File: src/rtl/qec_pkg.sv
package qec_pkg;
  localparam int EVT_W = 4;
  localparam int REG_W = 32;

  localparam logic [1:0] ADDR_CFG  = 2'd0;
  localparam logic [1:0] ADDR_LO   = 2'd1;
  localparam logic [1:0] ADDR_HI   = 2'd2;
  localparam logic [1:0] ADDR_STAT = 2'd3;

  typedef enum logic [1:0] {
    ACT_NONE   = 2'd0,
    ACT_SINGLE = 2'd1,
    ACT_BOTH   = 2'd2,
    ACT_ANY    = 2'd3
  } actSel_e;

  typedef struct packed {
    logic             irqEn;
    logic [EVT_W-1:0] threshold;
    logic             edgeOn;
    logic             complement;
    logic             thrOn;
    actSel_e          actSel;
    logic             usrEn;
    logic             osEn;
    logic             enable;
  } cfg_t;

  localparam int CFG_W = $bits(cfg_t);

  typedef struct packed {
    logic             inc;
    logic [EVT_W-1:0] incAmt;
    logic             loadLo;
    logic             loadHi;
    logic             ovfClr;
  } strobe_t;
endpackage

File: src/rtl/qec_ctrl.sv
module qec_ctrl
  import qec_pkg::*;
(
  input  logic                    clk,
  input  logic                    rstN,
  input  logic [EVT_W-1:0]        evtCount,
  input  logic [1:0]              privLevel,
  input  logic [1:0]              thrActive,
  input  logic                    regWrEn,
  input  logic [1:0]              regAddr,
  input  logic [CFG_W-1:0]        cfgWrData,
  output cfg_t                    cfg,
  output strobe_t                 strobe
);
  cfg_t cfgQ;
  logic prevCmp;
  logic cmpHit;
  logic privOk;
  logic actOk;
  logic qualified;
  logic bothOff;

  always_ff @(posedge clk) begin
    if (!rstN) begin
      cfgQ        <= '0;
      cfgQ.actSel <= ACT_BOTH;
    end else if (regWrEn && regAddr == ADDR_CFG) begin
      cfgQ <= cfg_t'(cfgWrData);
    end
  end

  assign cmpHit = cfgQ.complement ? (evtCount < cfgQ.threshold)
                                  : (evtCount > cfgQ.threshold);

  // previous comparison result, forgotten while disabled
  always_ff @(posedge clk) begin
    if (!rstN)             prevCmp <= 1'b0;
    else if (!cfgQ.enable) prevCmp <= 1'b0;
    else                   prevCmp <= cmpHit;
  end

  assign bothOff = !cfgQ.osEn && !cfgQ.usrEn;
  assign privOk  = (privLevel == 2'd0) ? (cfgQ.osEn || bothOff)
                                       : (cfgQ.usrEn || bothOff);

  always_comb begin
    unique case (cfgQ.actSel)
      ACT_NONE:   actOk = (thrActive == 2'b00);
      ACT_SINGLE: actOk = (thrActive == 2'b01) || (thrActive == 2'b10);
      ACT_BOTH:   actOk = (thrActive == 2'b11);
      default:    actOk = (thrActive != 2'b00);
    endcase
  end

  assign qualified = cfgQ.enable && privOk && actOk;

  always_comb begin
    strobe = '0;
    if (!cfgQ.thrOn) begin
      strobe.inc    = qualified && (evtCount != '0);
      strobe.incAmt = evtCount;
    end else if (cfgQ.edgeOn) begin
      strobe.inc    = qualified && cmpHit && !prevCmp;
      strobe.incAmt = EVT_W'(1);
    end else begin
      strobe.inc    = qualified && cmpHit;
      strobe.incAmt = EVT_W'(1);
    end
    strobe.loadLo = regWrEn && (regAddr == ADDR_LO);
    strobe.loadHi = regWrEn && (regAddr == ADDR_HI);
    strobe.ovfClr = regWrEn && (regAddr == ADDR_STAT) && cfgWrData[0];
  end

  assign cfg = cfgQ;
endmodule

File: src/rtl/qec_datapath.sv
module qec_datapath
  import qec_pkg::*;
#(
  parameter int CNT_W = 40
) (
  input  logic             clk,
  input  logic             rstN,
  input  strobe_t          strobe,
  input  logic [REG_W-1:0] regWrData,
  output logic [CNT_W-1:0] cnt,
  output logic             ovf
);
  localparam int HI_W = CNT_W - REG_W;

  logic [CNT_W:0] sum;
  logic           anyLoad;

  assign sum     = {1'b0, cnt} + {{(CNT_W + 1 - EVT_W){1'b0}}, strobe.incAmt};
  assign anyLoad = strobe.loadLo || strobe.loadHi;

  always_ff @(posedge clk) begin
    if (!rstN) begin
      cnt <= '0;
    end else if (anyLoad) begin
      if (strobe.loadLo) cnt[REG_W-1:0]     <= regWrData;
      if (strobe.loadHi) cnt[CNT_W-1:REG_W] <= regWrData[HI_W-1:0];
    end else if (strobe.inc) begin
      cnt <= sum[CNT_W-1:0];
    end
  end

  always_ff @(posedge clk) begin
    if (!rstN)                                  ovf <= 1'b0;
    else if (strobe.inc && !anyLoad && sum[CNT_W]) ovf <= 1'b1;
    else if (strobe.ovfClr)                     ovf <= 1'b0;
  end
endmodule

File: src/rtl/qual_event_counter.sv
module qual_event_counter
  import qec_pkg::*;
#(
  parameter int CNT_W = 40
) (
  input  logic             clk,
  input  logic             rstN,
  input  logic [3:0]       evtCount,
  input  logic [1:0]       privLevel,
  input  logic [1:0]       thrActive,
  input  logic             regWrEn,
  input  logic [1:0]       regAddr,
  input  logic [31:0]      regWrData,
  output logic [31:0]      regRdData,
  output logic             irqOut
);
  localparam int HI_W = CNT_W - REG_W;

  cfg_t             cfg;
  strobe_t          strobe;
  logic [CNT_W-1:0] cnt;
  logic             ovf;

  qec_ctrl i_ctrl (
    .clk       (clk),
    .rstN      (rstN),
    .evtCount  (evtCount),
    .privLevel (privLevel),
    .thrActive (thrActive),
    .regWrEn   (regWrEn),
    .regAddr   (regAddr),
    .cfgWrData (regWrData[CFG_W-1:0]),
    .cfg       (cfg),
    .strobe    (strobe)
  );

  qec_datapath #(.CNT_W(CNT_W)) i_datapath (
    .clk       (clk),
    .rstN      (rstN),
    .strobe    (strobe),
    .regWrData (regWrData),
    .cnt       (cnt),
    .ovf       (ovf)
  );

  always_comb begin
    unique case (regAddr)
      ADDR_CFG: regRdData = {{(REG_W - CFG_W){1'b0}}, cfg};
      ADDR_LO:  regRdData = cnt[REG_W-1:0];
      ADDR_HI:  regRdData = {{(2 * REG_W - CNT_W){1'b0}}, cnt[CNT_W-1:REG_W]};
      default:  regRdData = {{(REG_W - 1){1'b0}}, ovf};
    endcase
  end

  assign irqOut = ovf && cfg.irqEn;

  logic unusedHi;
  assign unusedHi = ^HI_W;
endmodule

File: config.mk
export PLATFORM = sky130hd
export DESIGN_NAME = qual_event_counter
export DESIGN_NICKNAME = d
export VERILOG_FILES = /design/src/rtl/qec_pkg.sv /design/src/rtl/qec_ctrl.sv /design/src/rtl/qec_datapath.sv /design/src/rtl/qual_event_counter.sv
export SDC_FILE = /design/constraint.sdc
export NUM_CORES = 1
export LEC_CHECK = 0
export ABC_AREA = 0
export BUFFER_PORTS_ARGS = -buffer_cell sky130_fd_sc_hd__buf_2
export CAP_MARGIN = 20
export CORE_MARGIN = 2
export CORE_UTILIZATION = 60
export DETAILED_ROUTE_END_ITERATION = 8
export PLACE_DENSITY = 0.85
export RECOVER_POWER = 100
export SYNTH_ARGS = -nofsm -noshare
export SYNTH_HDL_FRONTEND = slang
export SYNTH_SLANG_ARGS = --single-unit
File: constraint.sdc
create_clock -name clk -period 5.4 [get_ports clk]
set_input_delay 0.54 -clock clk [delete_from_list [all_inputs] [get_ports clk]]
set_output_delay 0.54 -clock clk [all_outputs]
set_load 0.01 [all_outputs]
==> results by stage <==
Timing:
- Setup repair after global routing left no endpoint under its margin.
- In the finished design, the share of the clock period the worst path needs comes to 0.735.
- The worst clock skew is 0.0153 ns.
- Headroom to the max-slew limit came out at 0.0753.
- At the pin with the least slew margin, the transition time is 1.39 ns.
- The highest attainable clock frequency is 252 MHz.
- Setup violations remaining at the end of the flow were counted as 0.
- The number of hold violations in the final report is 0.
- The worst hold slack after final layout is 0.463 ns.
- The sum of negative setup slack is 0 ns.
- The count of final max-slew check failures is 0.
- The shortest period the worst path allows is 3.97 ns.

Layout:
- The fraction of layout instances using a drive strength above 1 is 0.142.
- In the layout the commonest cells are 101 x nand2_1, 55 x dfxtp_1, 54 x buf_2, 46 x a21oi_1, 28 x nor2_1.
- Compared with the post-synthesis result, the final layout area differs by 8.82%.
- 0 antenna diodes ended up in the layout.
- The leading cell type in the layout, fill and taps excluded is nand2_1.
- The final layout net count is 667.

Place:
- The number of port buffers is 77.
- The routability congestion estimate from global placement is 0.918.
- The placed wire-length estimate after detailed placement is 9140 um.

Yosys:
- The area share of the largest cell type after synthesis is 0.260.
- The count of yosys warnings during synthesis is 0.
- In the synthesized netlist the dominant register cell turns out to be dfxtp_1.
- After synthesis, the share of flip-flops with an asynchronous set or reset is 0.
- The share of the Yosys chip area taken by registers is 0.260.
- The post-synthesis sequential element count is 55.
- After synthesis, the mean cell area works out to 7.42 um^2.
- The area of the mapped netlist is 4230 um^2.
- Yosys mapped the design onto 77 distinct sky130hd cell types.
- The number of standard cells after synthesis is 570.
- The cell type contributing the most total cell area after synthesis is dfxtp_1.
- The number of enable-type register cells in the synthesized netlist is 0.
- When the netlist entered floorplanning its net count stood at 626.
- Sorting the synthesized cells by area gives the leading types as dfxtp_1 26%, nand2_1 9.0%, a21oi_1 5.4%, and2_1 3.7%, mux2i_1 3.1%.

Worst setup path:
- For the worst setup path, the data arrival time is 4.19 ns.
- The endpoint type of the worst setup path is a flop.
- The maximum fanout along the worst path is 28.
- The slowest cell on the critical path is clkbuf_1.
- The sum of buffers and inverters on the critical path is 2.
- In this design, the stage delay of the slowest critical-path cell is 1.02 ns.
- On the critical path the largest part of the delay comes from buffers and inverters.
- The signal on the critical path passes through clkbuf_1 -> nor2b_1 -> o21ai_2 -> clkbuf_1 -> nand3_1 -> o31a_1 -> o32ai_1.
- The startpoint type of the worst setup path is an input port.
- The worst setup path is of the in -> reg kind.
- The data required time at the worst endpoint is 5.62 ns.
- The cell that appears most often on the critical path is clkbuf_1.

Global routing:
- Entering global routing, the biggest net connects 44 pins.
- The aggregate global-route resource usage is 0.341.
- The first global-routing pass estimated 20800 um of wire.
- The number of antenna violations at the first check in global routing is 0.
- Global routing finished with a remaining overflow of 0.
- The number of global-route vias before repair is 4217.

CTS:
- The H-tree was split into 2 levels.
- The worst-skew pair later-pin latency is 0.32 ns.
- The number of clock sinks seen by CTS is 55.
- Buffers added to address setup during post-CTS repair amount to 0.
- Post-CTS repair changed the size of 0 cells.
- The CTS tree is done.
- The maximum number of buffers from clock root to sink is 2.
- The root buffer selected by CTS is clkbuf_8.
- Clock-pin slew was measured on the worst setup and hold paths at 0.11 ns.
- The number of hold-repair buffers added at the cts stage is 0.
- Counting the buffers created by CTS gives 5.

Floorplanning:
- In this run the horizontal extent of the chip is 88.0 um.
- The die covers 7740 um^2.
- Pin placement for this block handled 78 I/O pins.
- The area of the placeable core is 6790 um^2.
- In this run the core area contains 30 standard-cell rows.
- The die height is 88.0 um.
- For this configuration, the core starts out at a cell density of 0.622.

Power and ir drop:
- The share of total power dissipated in sequential elements is 0.467.
- The design draws 938 uW.
- The clock network fraction of design power is 0.355.
- The power density of the placed cells is 204 nW/um^2.
- Cell internal power was estimated by the tool at 667 uW.
- In this run the static leakage power is 0.00166 uW.
- The switching part of the total power is 0.289.
- In this run the power spent charging and discharging nets is 271 uW.
- The combinational share of power is 0.178.
- VDD sags by at most 153 uV.

Drt:
- In the detailed route, the total length drawn on met3 is 1160 um.
- Summed over all layers, the routed wires come to 13100 um.
- The number of antenna-violating nets in the routed design is 0.
- The first-pass iteration count of the detailed router is 7.
- The number of DRC markers in iteration 0 is 668.
- The top routing layer in use is met4.
- The vias per cell is 6.60.
- Wire segments on met2 add up to 6010 um in the final route.
- The overall via count from detail_route is 4673.
- In the routed design, unresolved DRC markers number 0.
- In the final routed layout, each cell accounts on average for 18.5 um.
- In the final routing, the length of wire on met1 measures 5600 um.

Flow run:
- The number of max-cap violations is 0.

Hold path:
- The type of the worst min-delay path is in -> reg.

Outcome:
- The run finished with clean final reports.
-- state kept, by name (all words and copies together), names as in the netlist --
| signal | cells |
|---|---|
| i_ctrl.cfg | 13 |
| i_ctrl.prevCmp | 1 |
| i_datapath.cnt | 40 |
| i_datapath.ovf | 1 |
-- cell usage after synthesis, types with 6 or more instances --
library cell  count
a21oi_1          46
a22oi_1          15
a31oi_1          11
and2_1           25
and3_1            9
buf_2            11
clkbuf_1         24
dfxtp_1          55
ha_1             10
inv_1            17
mux2i_1          13
nand2_1         101
nand3_1          21
nand4_1          13
nor2_1           28
nor2b_1           6
nor3_1           13
o21ai_0          22
o22ai_1           8
o31a_1           10
o32ai_1          14
-- logic make-up after synthesis --
group | after synthesis | share of synthesized area
buf+inv | 64 | 0.0760
flops | 55 | 0.260
simple gates | 248 | 0.297
mux | 15 | 0.0388
xor+xnor | 1 | 0.00207
compound gates | 176 | 0.291
fa+ha+maj | 11 | 0.0343
-- routing by layer --
layer,global-route usage,vias to the layer above
li1,-,2204
met1,0.479,2167
met2,0.534,272
met3,0.0452,30
met4,0.126,0
met5,0,-
-- stage by stage --
step,util,instance area (um^2),worst slack [ns],std cells
floorplan,-,4230,2.65,570
global placement,0.664,4510,2.32,700
detailed placement,0.664,4510,2.18,700
CTS,0.684,4650,2.26,708
global route,0.677,4600,1.18,708
finish,0.677,4600,1.43,708
-- power groups by stage --
stage               registers [uW]  clock network (uW)  logic [uW]
finish                         438                 333         167
global placement               445                   0         159
global route                   440                 350         183
floorplan                      438                   0         122
CTS                            437                 335         165
detailed placement             446                   0         164
-- worst reg2reg max path: cells and delay by family (launching register included) --
family / cells / cell delay, ns
AOI/OAI and AO/OA: 3 / 0.68
adders and majority gates: 2 / 0.57
buffers and inverters: 2 / 0.21
DFF: 1 / 0.44
and+or+nand+nor: 4 / 1.28
-- worst paths after layout --
path / end / slack, ns / cells after the start / start
max: i_datapath.cnt[21] / 1.43 / 7 / regAddr[0]
min: i_ctrl.cfg[3] / 0.46 / 3 / regWrData[3]
max reg2reg: i_datapath.cnt[38] / 2.15 / 11 / i_ctrl.cfg[5]
min reg2reg: i_ctrl.cfg[12] / 0.49 / 2 / i_ctrl.cfg[12]
-- cell type report --
type                       count  area, um^2
multi-input combinational    451        2810
clock buffer                   6        72.6
fill                         628        2190
sequential                    55        1100
inverter                      17        63.8
clock inverter                 2        60.1
timing repair buffer          81         379
tap                           96         120
Power figures use the tool's default switching activity.
